===== config.mk =====
export PLATFORM = sky130hd
export DESIGN_NAME = route_lut
export DESIGN_NICKNAME = d
export VERILOG_FILES = /design/src/rtl/route_lut.sv
export SDC_FILE = /design/constraint.sdc
export NUM_CORES = 2
export LEC_CHECK = 0
export CAP_MARGIN = 20
export CORE_MARGIN = 5
export CORE_UTILIZATION = 50
export CTS_CLUSTER_DIAMETER = 100
export DETAILED_ROUTE_END_ITERATION = 8
export PLACE_DENSITY = 0.74
export SETUP_SLACK_MARGIN = 0.1
export SYNTH_ARGS = -nofsm -noshare
export SYNTH_HDL_FRONTEND = slang
export SYNTH_SLANG_ARGS = --single-unit

===== constraint.sdc =====
create_clock -name clk -period 3.45 [get_ports clk]
set_clock_uncertainty 0.1 [all_clocks]
set_input_delay 0.8625 -clock clk [delete_from_list [all_inputs] [get_ports clk]]
set_output_delay 0.8625 -clock clk [all_outputs]
set_load 0.1 [all_outputs]

===== src/rtl/route_lut.sv =====
module route_lut #(
  parameter int NPORT    = 11,
  parameter int AW       = 8,
  parameter int LOG_BASE = 32
) (
  input  logic               clk,
  input  logic               rst_n,
  input  logic               wr_en,
  input  logic [AW-1:0]      wr_addr,
  input  logic [NPORT+1:0]   wr_data,
  input  logic               hdr_valid,
  input  logic [AW-1:0]      hdr_byte,
  input  logic [NPORT-1:0]   port_ready,
  input  logic               err_clr,
  output logic               res_valid,
  output logic [$clog2(NPORT)-1:0] res_port,
  output logic               res_pri,
  output logic               res_del,
  output logic               res_spill,
  output logic               err_flag
);
  localparam int PW    = $clog2(NPORT);
  localparam int EW    = NPORT + 2;
  localparam int DEPTH = (1 << AW) - LOG_BASE;
  localparam int IW    = $clog2(DEPTH);

  logic [EW-1:0] tbl [DEPTH];

  logic [AW-1:0] widx, ridx;
  assign widx = wr_addr - AW'(LOG_BASE);
  assign ridx = hdr_byte - AW'(LOG_BASE);

  always_ff @(posedge clk or negedge rst_n) begin
    if (!rst_n) begin
      for (int i = 0; i < DEPTH; i++) tbl[i] <= '0;
    end else if (wr_en && wr_addr >= AW'(LOG_BASE)) begin
      tbl[widx[IW-1:0]] <= wr_data;
    end
  end

  function automatic logic [PW-1:0] lowest(input logic [NPORT-1:0] m);
    logic [PW-1:0] r;
    r = '0;
    for (int i = NPORT - 1; i >= 0; i--)
      if (m[i]) r = PW'(i);
    return r;
  endfunction

  logic [EW-1:0]    ent;
  logic             is_phys, is_log, spill;
  logic [NPORT-1:0] mask, cand;
  logic [PW-1:0]    pick;

  assign ent     = tbl[ridx[IW-1:0]];
  assign is_phys = hdr_byte < AW'(NPORT);
  assign is_log  = hdr_byte >= AW'(LOG_BASE);
  assign mask    = is_phys ? (NPORT'(1) << hdr_byte)
                 : is_log  ? ent[NPORT-1:0] : '0;
  assign spill   = ~|mask;
  assign cand    = mask & port_ready;
  assign pick    = |cand ? lowest(cand) : lowest(mask);

  always_ff @(posedge clk or negedge rst_n) begin
    if (!rst_n) begin
      res_valid <= 1'b0;
      res_port  <= '0;
      res_pri   <= 1'b0;
      res_del   <= 1'b0;
      res_spill <= 1'b0;
      err_flag  <= 1'b0;
    end else begin
      res_valid <= hdr_valid;
      if (hdr_valid) begin
        res_spill <= spill;
        res_port  <= spill ? '0 : pick;
        res_pri   <= !spill && is_log && ent[NPORT];
        res_del   <= !spill && (is_phys || ent[NPORT+1]);
      end
      if (hdr_valid && spill) err_flag <= 1'b1;
      else if (err_clr)       err_flag <= 1'b0;
    end
  end
endmodule



==> results.md <==
* Status: finished, violations left
* Violated checks: negative setup slack
* CP max-delay cell: or4_4
* Netlist Area Pre-Place at 134000 µm²
* Design Power at 0.0792 W
* Required time of the critical path at 4150 ps
* First-pass GRT wire length at 631000 µm
* Largest net degree at the start of global routing at 135
* DRC errors left at 0
* Leakage at 78.6 nW
* Fmax at 260 MHz
* Min Tclk post-route at 3840 ps
* Synth area leader: dfrtp_1
* Port Buffers at 53
* Critical Path Source Type: input pin
* Post-Place Cell Area at 149000 µm²
* Hold crit path type: flip-flop to flip-flop
* Min setup slack post-route at -389 ps
* Post-Synth Adder-Cell Area at 0.000280
* Final #Nets at 9671
* DR vias at 85325
* Non-filler instance count after layout at 13431
* Buf/Inv on CP at 6
* Antenna viol nets, final at 0
* Hold_ws at 397 ps
* Row count at 190
* VDD IR-drop max at 404 µV
* Pins Over Slew Limit at 0
* Die width at 527 µm
* Max H-tree Level at 5
* CTS tree: built
* CP top delay family: simple AND/OR/NAND/NOR gates
* Slew headroom at 0.296
* Final setup viols at 8
* Initial Util at 0.501
* Async S/R FF share, synth at 1.00
* Total CTS buffers at 309
* Average size of a mapped cell at 15.2 µm²
* Nature of the critical path endpoint: flip-flop
* Syn nets at 8875
* Post-DP HPWL at 289000 µm
* Clk_lat worst skew at 940 ps
* Layout cells sized above 1 at 0.555
* Post-Synthesis Cells at 8827
* Critical path class: input pin to flip-flop
* Clock root cell: clkbuf_16
* Critical path's largest stage delay at 600 ps
* CP Cell Sequence: buf_16, buf_16, buf_12, buf_4, or3b_4, o41a_1, a31oi_2, nand2_1, or4_4, buf_6, a21bo_4, nand4_1, buf_4, nor4_4, and3b_1, o311a_1
* FILL cells at 19534
* Fin area at 161000 µm²
* Ports at 54
* Antenna violations before repair at 27
* Maxcap violations at 0
* Drt first pass iters at 6
* WP data arrival at 4540 ps
* Worst Path Max Fanout at 11
* Post-Route WL at 427000 µm
* Synth Area in Simple Gates at 0.0207
* Chip height at 527 µm
* Vias in the first global route at 90428
* Via density at 6.35
* Seq cells post-synth at 2921
* Placer Congestion at 1.04
* Gr ovfl total at 0
* Worst-path clk slew at 60 ps
* Power density over the cells at 492 nW/µm²
* Largest family of logic cells by synthesized area: multiplexers
* Synth Area in XOR/XNOR at 0.000131
* Synth Flop Type: dfrtp_1
* Worst-Margin Slew at 1060 ps
* Top cell type's share of synthesized area at 0.546
* Final Cycle Share at 1.11
* Iter 0 DRT Violations at 8239
* Number of flops mapped to enable cells by yosys at 0
* Mux share of post-synthesis cell area at 0.374
* RSZ-0062 raised after global routing: true
* Synth Area in Compound Gates at 0.0291
* Tot GR Track Use at 0.306
* DP Cell Count at 12808
* Final Hold Viols at 0
* YS warnings at 0
* Wire per inst at 31.8 µm
* Top cells by area, synth: dfrtp_1, mux2_2, mux4_2
* CTS sink cnt at 2921
* Core Footprint at 267000 µm²
* Unique masters post-synth at 86
* Clock buffer depth at 4
* Layout area overhead at 20.3%
* Share of the yosys chip area belonging to registers at 0.546
* Total die area at 278000 µm²
[where the power goes]
part	internal, W	switching [W]	total (W)	leakage [nW]
clock	0.0197	0.0141	0.0338	5.07
combinational	0.00381	0.00459	0.00840	33.2
sequential	0.0361	0.000960	0.0370	40.3
total	0.0596	0.0197	0.0792	78.6
[cell families after synthesis]
| kind of cell | count (synthesis) |
|---|---|
| xor+xnor | 2 |
| flops | 2921 |
| simple gates | 620 |
| buf+inv | 881 |
| fa+ha+maj | 3 |
| compound gates | 536 |
| mux | 3864 |
[placed cells by master, fill, tap and decap left out, types with 9 or more instances in the layout]
cell type        instances
mux2_2                2928
dfrtp_1               2921
buf_4                  878
mux4_2                 600
buf_12                 375
mux2i_1                323
clkbuf_16              314
nand2_1                305
a22oi_1                170
nor2_1                  86
clkbuf_8                81
nand3_1                 79
clkbuf_1                74
a21oi_1                 72
clkinv_2                46
buf_6                   38
a211oi_1                31
o221ai_1                26
o22ai_1                 25
a22o_1                  22
clkdlybuf4s50_1         22
o21ai_0                 19
bufinv_16               17
buf_16                  17
inv_1                   15
a221oi_1                15
diode_2                 14
a211o_1                 14
nand2b_1                13
a21oi_2                 13
nor2_4                  12
nor3_1                  12
nor2b_1                 12
inv_6                   11
a31oi_1                 11
nor3_2                  10
mux4_1                  10
clkinv_8                10
and3_1                   9
[Yosys cell counts, types with 6 or more instances]
cell type and n:
nor2_1 104, inv_1 18, or3_1 6, o211ai_1 8
or2_2 8, a211o_1 16, nand2b_1 14, o221ai_1 29
o21ai_0 24, buf_2 84, a221oi_1 20, nor3_1 23
buf_1 219, a211oi_1 37, mux2i_1 324, buf_6 31
and3_1 12, a21oi_1 87, o32ai_1 6, mux4_1 11
a22oi_1 178, a31oi_1 18, o22ai_1 28, nor2b_1 16
clkbuf_1 453, dfrtp_1 2921, buf_4 66, o2111ai_1 7
mux4_2 599, nand2_1 309, mux2_2 2929, nand4_1 8
a22o_1 22, a2111oi_0 8, nand3_1 83, and2_1 6
[sequential cells by signal (all words and copies together), names as in the netlist]
signal,flops
res_port,4
tbl,2912
res_del,1
err_flag,1
res_pri,1
res_spill,1
res_valid,1
[layer usage]
layer | vias to the layer above | GRT usage | routed length (µm)
li1 | 34467 | - | -
met1 | 46385 | 0.409 | 170000
met2 | 3491 | 0.463 | 194000
met3 | 962 | 0.0859 | 38100
met4 | 20 | 0.151 | 25200
met5 | - | 0 | 121
[final timing paths]
| check | cells past startpoint | slack (ps) | start | to |
|---|---|---|---|---|
| worst max-delay path | 16 | -390 | hdr_byte[1] | res_port[0] |
| worst max register to register | 13 | -300 | tbl[2853] | res_del |
| min in group asynchronous | 3 | 680 | rst_n | tbl[295] |
| max in group asynchronous | 4 | 1410 | rst_n | tbl[2681] |
| worst min-delay path | 1 | 400 | tbl[1324] | tbl[1324] |
| worst min register to register | 1 | 400 | tbl[1324] | tbl[1324] |
[area by class of cell]
class / count / area (µm²) / area share
Antenna cell: 14 / 35.0 / 0.000218
Clock buffer: 462 / 9150 / 0.0569
Clock inverter: 91 / 1130 / 0.00705
Inverter: 20 / 86.3 / 0.000536
Multi-Input combinational cell: 5025 / 57500 / 0.358
Sequential cell: 2921 / 73100 / 0.454
Tap cell: 3552 / 4440 / 0.0276
Timing Repair Buffer: 1346 / 15500 / 0.0960
[what timing repair did]
action                     in CTS  in global routing
pin swaps                      27                 16
gates cloned                    6                  0
hold endpoints to repair       18                  0
setup endpoints to repair       8                  8
resized for setup             136                 38
hold buffers                    1                  0
buffers inserted               36                 13
[through the flow]
| step | utilization | setup TNS, ps | worst slack (ps) |
|---|---|---|---|
| after global placement | 0.558 | -897550 | -2280 |
| after global routing | 0.602 | -2720 | -415 |
| after CTS | 0.601 | -1770 | -293 |
| after floorplan | - | -4630 | -655 |
| final | 0.602 | -2410 | -389 |
| after detailed placement | 0.558 | -575070 | -1800 |
Note: power is estimated with default switching activity, not from simulation.
